`config.mk`:
```
export PLATFORM = sky130hd
export DESIGN_NAME = hsync_gen
export DESIGN_NICKNAME = d
export VERILOG_FILES = /design/src/rtl/hsync_pkg.sv /design/src/rtl/hsync_window.sv /design/src/rtl/hsync_delay.sv /design/src/rtl/hsync_gen.sv
export SDC_FILE = /design/constraint.sdc
export NUM_CORES = 1
export LEC_CHECK = 0
export BUFFER_PORTS_ARGS = -buffer_cell sky130_fd_sc_hd__buf_2
export CAP_MARGIN = 20
export CORE_AREA = 2 2 56 58
export DETAILED_ROUTE_END_ITERATION = 16
export DIE_AREA = 0 0 58 60
export GPL_ROUTABILITY_DRIVEN = 0
export PLACE_DENSITY = 0.66
export SLEW_MARGIN = 0
export SYNTH_ARGS = -nofsm -noshare
export SYNTH_HDL_FRONTEND = slang
export SYNTH_SLANG_ARGS = --single-unit
export TNS_END_PERCENT = 5
```
`constraint.sdc`:
```
create_clock -name clk -period 0.8 [get_ports clk]
set_input_delay 0.08 -clock clk [delete_from_list [all_inputs] [get_ports clk]]
set_output_delay 0.08 -clock clk [all_outputs]
set_load 0.01 [all_outputs]
```
`src/rtl/hsync_pkg.sv`:
```
package hsync_pkg;

  // Number of pixel clocks in a 4.7 us pulse, rounded to nearest.
  function automatic int pulse_clocks(input longint hz);
    return int'((hz * 64'd47 + 64'd5_000_000) / 64'd10_000_000);
  endfunction

  typedef enum logic [1:0] {
    WIN_DEFAULT = 2'd0,
    WIN_SPAN    = 2'd1,
    WIN_WRAP    = 2'd2,
    WIN_EMPTY   = 2'd3
  } win_kind_e;

endpackage

```
`src/rtl/hsync_window.sv`:
```
module hsync_window #(
  parameter int PXW   = 11,
  parameter int POSW  = 10,
  parameter int DEF_W = 63
) (
  input  logic            clk,
  input  logic            rst_n,
  input  logic [PXW-1:0]  pix,
  input  logic            adj_en,
  input  logic [POSW-1:0] fall_pos,
  input  logic [POSW-1:0] rise_pos,
  input  logic            vbi_sup_en,
  input  logic            in_vbi,
  output logic            raw_q
);
  import hsync_pkg::*;

  localparam int CW = (PXW > POSW) ? PXW : POSW;
  localparam logic [CW-1:0] DEF_END = CW'(DEF_W);

  logic [CW-1:0] p_w, f_w, r_w;
  win_kind_e     kind;
  logic          in_win;
  logic          raw_d;

  assign p_w = CW'(pix);
  assign f_w = CW'(fall_pos);
  assign r_w = CW'(rise_pos);

  always_comb begin
    if (!adj_en)           kind = WIN_DEFAULT;
    else if (f_w < r_w)    kind = WIN_SPAN;
    else if (f_w > r_w)    kind = WIN_WRAP;
    else                   kind = WIN_EMPTY;
  end

  always_comb begin
    unique case (kind)
      WIN_DEFAULT: in_win = (p_w < DEF_END);
      WIN_SPAN:    in_win = (p_w >= f_w) && (p_w < r_w);
      WIN_WRAP:    in_win = (p_w >= f_w) || (p_w < r_w);
      default:     in_win = 1'b0;
    endcase
  end

  always_comb begin
    raw_d = ~in_win;
    if (vbi_sup_en && in_vbi) raw_d = 1'b1;
  end

  always_ff @(posedge clk or negedge rst_n) begin
    if (!rst_n) raw_q <= 1'b1;
    else        raw_q <= raw_d;
  end

  // a pixel strictly inside a programmed span pulls the stage low
  a_r3_span_low: assert property (@(posedge clk) disable iff (!rst_n)
    (adj_en && (f_w < r_w) && (p_w >= f_w) && (p_w < r_w) && !(vbi_sup_en && in_vbi))
      |=> !raw_q);

  // pixel 0 in default mode is always inside the pulse
  a_r2_default_start: assert property (@(posedge clk) disable iff (!rst_n)
    (!adj_en && (p_w == '0) && !(vbi_sup_en && in_vbi)) |=> !raw_q);

  // equal edge positions never produce a pulse
  a_r4_empty_window: assert property (@(posedge clk) disable iff (!rst_n)
    (adj_en && (f_w == r_w)) |=> raw_q);

  // blanking-line suppression keeps the stage high
  a_r6_vbi_quiet: assert property (@(posedge clk) disable iff (!rst_n)
    (vbi_sup_en && in_vbi) |=> raw_q);

endmodule

```
`src/rtl/hsync_delay.sv`:
```
module hsync_delay #(
  parameter int DEPTH = 4
) (
  input  logic clk,
  input  logic rst_n,
  input  logic d,
  output logic q
);
  logic [DEPTH-1:0] stg_q;

  genvar gi;
  generate
    for (gi = 0; gi < DEPTH; gi++) begin : g_stage
      logic stg_d;
      if (gi == 0) begin : g_first
        assign stg_d = d;
      end else begin : g_next
        assign stg_d = stg_q[gi-1];
      end
      always_ff @(posedge clk or negedge rst_n) begin
        if (!rst_n) stg_q[gi] <= 1'b1;
        else        stg_q[gi] <= stg_d;
      end
    end
  endgenerate

  assign q = stg_q[DEPTH-1];

endmodule

```
`src/rtl/hsync_gen.sv`:
```
module hsync_gen #(
  parameter longint PIX_HZ   = 13_500_000,
  parameter int     PXW      = 11,
  parameter int     POSW     = 10,
  parameter int     DLY_CLKS = 4
) (
  input  logic            clk,
  input  logic            rst_n,
  input  logic            master_en,
  input  logic            adj_en,
  input  logic [POSW-1:0] fall_pos,
  input  logic [POSW-1:0] rise_pos,
  input  logic            vbi_sup_en,
  input  logic            dly_en,
  input  logic            in_vbi,
  input  logic [PXW-1:0]  pix_cnt,
  output logic            hsync_n
);
  import hsync_pkg::*;

  localparam int DEF_W = pulse_clocks(PIX_HZ);

  logic raw_q;
  logic tap;
  logic out_d;
  logic out_q;

  hsync_window #(
    .PXW   (PXW),
    .POSW  (POSW),
    .DEF_W (DEF_W)
  ) win_i (
    .clk        (clk),
    .rst_n      (rst_n),
    .pix        (pix_cnt),
    .adj_en     (adj_en),
    .fall_pos   (fall_pos),
    .rise_pos   (rise_pos),
    .vbi_sup_en (vbi_sup_en),
    .in_vbi     (in_vbi),
    .raw_q      (raw_q)
  );

  hsync_delay #(
    .DEPTH (DLY_CLKS)
  ) dly_i (
    .clk   (clk),
    .rst_n (rst_n),
    .d     (raw_q),
    .q     (tap)
  );

  always_comb begin
    out_d = dly_en ? tap : raw_q;
    if (!master_en) out_d = 1'b1;
  end

  always_ff @(posedge clk or negedge rst_n) begin
    if (!rst_n) out_q <= 1'b1;
    else        out_q <= out_d;
  end

  assign hsync_n = out_q;

  // slave mode holds the pin high from the next cycle
  a_r8_slave_high: assert property (@(posedge clk) disable iff (!rst_n)
    !master_en |=> hsync_n);

  // undelayed master output follows the first stage by one clock
  a_r9_follow: assert property (@(posedge clk) disable iff (!rst_n)
    (master_en && !dly_en) |=> (hsync_n == $past(raw_q)));

endmodule

```
==> impl_results.md <==
- Outcome: complete, but fails checks
- Failing checks: negative setup slack
- Synth area leader: ha_1
- Routed vias: ~1100
- CTS HTree Levels: 1
- Fin crit share: 159%
- Power Dens Cells: 851 mW/mm^2
- ANT nets after route: 0
- Vias/cell: 5.02
- Cells after Synth: between 100 and 150
- Cell variety after synth: 29
- Yosys reg bits: 6
- Max frequency: approximately 0.79 GHz
- Largest net degree at the start of global routing: 7
- Drt pass-1 iters: 4
- Final Max Slew Viols: 0
- Tightest hold margin: 0.0777 ns
- Setup CP Type: in2reg
- Die W: between 50 and 60 um
- First-pass GRT wire length: around 4900 um
- Die Y: around 60 um
- Core Area: ~0.0029 sq mm
- Synth top area cells: ha_1 38%, dfstp_2 17%, inv_1 8.7%
- Worst setup SP type: input port
- Crit path DAT: between 1 and 1.5 ns
- Worst-Skew Late Latency: between 0.2 and 0.25 ns
- Num rows: 20
- Routed WL: 2900 um
- ANT cells: 0
- Max_cap viols: 0
- PortBufs: 38
- Number of synthesized flops with an enable pin: 0
- DR iter-0 viols: 17
- RSZ-0062 raised after global routing: yes
- Crit end category: flop
- Fill cells: 240
- Yosys warns: 0
- PnR Total Power: roughly 1.4 mW
- Drt drc: 0
- I/O pin cnt: 39
- TritonCTS buffer count: 3
- CTS root buf: clkbuf_4
- Vias in the first global route: between 1000 and 1500
- Main flop type after synthesis: dfstp_2
- Synthesized Nets: 178
- WP data required: ~0.96 ns
- Crit Path Max Fanout: 2
- Die area: approximately 0.0035 sq mm
- Layout cell share with drive strength beyond 1: 60.5%
- Initial core utilization: 32.8%
- Global Route Usage Sum: 18.1%
- Global route overflow: 0
- Max transition margin: between 70% and 80%
- Commonest cells post-synth: 29 x ha_1, 22 x inv_1, 9 x a21oi_1, 8 x nand2_1, 6 x dfstp_2
- Worst setup margin: -0.469 ns
- Most frequent cell after synthesis: ha_1
- Layout area overhead: 78.1%
- Placement Setup Slack: -0.858 ns
- Leakage: between 0.8 and 0.9 nW
- Clock-pin slew on the worst setup and hold paths: 0.05 ns
- Final count of hold timing violations: 0
- # setup viols final: 2
- CTS tree: done
- Routed WL per cell: around 14 um
- Fin Clk Skew: around 0.0015 ns
- Seq/Total Area, Yosys: between 15 and 20%
- Synth Area per Inst: 8.58 sq um
- Initial antenna violation count: 0
- Synth top area share: a little under two fifths
- Crit path time final: between 1 and 1.5 ns
- Min-delay worst type: in2reg
- Dpl hpwl: 2170 um
- Peak supply drop: ~0.8 mV
- Layout Utilization: 58.4%
- Ys async rst share: 100%
- Nets: approximately 250
- Clock Tree Buf Depth: 2
- CTS sink cnt: 6
- Worst slew pin tran: 0.303 ns
- Post-Syn Area: approximately 950 sq um
- Fin Setup TNS: -0.601 ns
-- state kept, by name, summed over array words and instances, names as in the netlist --
register	cells
hsync_n	1
win_i.raw_q	1
dly_i.q	1
dly_i.g_stage.stg_d	3
-- worst paths after layout --
check	startpoint	endpoint	slack, ns	cells past startpoint
max	rise_pos[1]	win_i.raw_q	-0.47	10
min	in_vbi	win_i.raw_q	0.08	3
max reg2reg	win_i.raw_q	hsync_n	0.06	2
min reg2reg	dly_i.g_stage[1].stg_d	dly_i.g_stage[2].stg_d	0.36	0
max in group asynchronous	rst_n	hsync_n	0.39	2
min in group asynchronous	rst_n	win_i.raw_q	0.38	2
-- repair_timing --
action | in CTS | in global routing
hold endpoints to repair | 7 | 0
gates resized for setup | 55 | 0
pin swaps | 25 | 0
setup buffers | 2 | 0
endpoints found under the setup margin | 2 | 2
hold buffers | 2 | 0
-- layout make-up --
type,instances,area (sq um),share of cell area (%)
Inverter,22,85.1,5.02
Clock buffer,3,22.5,1.33
Sequential cell,6,158,9.30
Multi-Input combinational cell,83,926,54.6
Tap cell,33,41.3,2.44
Timing Repair Buffer,63,463,27.3
-- kinds of logic (layout without fill, tap and decap cells) --
logic type | Yosys count | in the layout | synth area share (%)
compound gates | 29 | 29 | 21.2
flops | 6 | 6 | 16.6
simple gates | 24 | 24 | 14.5
mux | 1 | 1 | 1.05
buf+inv | 22 | 88 | 8.67
fa+ha+maj | 29 | 29 | 38.1
-- critical path: stages --
cell and delay [ns]:
buf_2 0.07, inv_1 0.06, buf_4 0.13, ha_1 0.28, nand2_1 0.05, o21ai_0 0.09, a21oi_1 0.22, o21ai_0 0.14
a211oi_1 0.20, o21ai_1 0.10
-- report_power, final --
group          internal (mW)  switching (mW)  leakage [nW]
logic                  0.438           0.354         0.746
registers              0.358          0.0138        0.0633
clock network          0.170           0.110        0.0138
total                  0.965           0.477         0.823
-- per-layer routing --
layer  share of wire, %  global-route usage (%)  vias to the layer above
met1                 42                    20.1                      488
met4                1.4                    3.99                        0
li1                   -                       -                      537
met3                4.2                    4.11                        4
met5                  0                       0                        -
met2                 53                    34.7                       26
-- stage by stage --
| stage | instance area (sq um) | std cells |
|---|---|---|
| floorplan | 952 | 111 |
| global placement | 1340 | 203 |
| detailed placement | 1340 | 203 |
| CTS | 1700 | 210 |
| global route | 1700 | 210 |
| finish | 1700 | 210 |
-- layout by cell type (no fill, tap or decap), types with 2 or more instances in the layout --
| master | instances |
|---|---|
| inv_2 | 11 |
| nand4b_1 | 2 |
| dlygate4sd3_1 | 2 |
| ha_1 | 14 |
| a21o_1 | 4 |
| buf_6 | 10 |
| buf_4 | 22 |
| buf_8 | 2 |
| nor2_1 | 3 |
| nand2_1 | 7 |
| a21oi_2 | 2 |
| dfstp_2 | 6 |
| nand4_1 | 4 |
| o21ai_0 | 3 |
| inv_1 | 10 |
| a211o_1 | 2 |
| buf_2 | 27 |
| clkbuf_4 | 3 |
| ha_4 | 15 |
| a21oi_1 | 7 |
(Power assumes the default switching activity.)
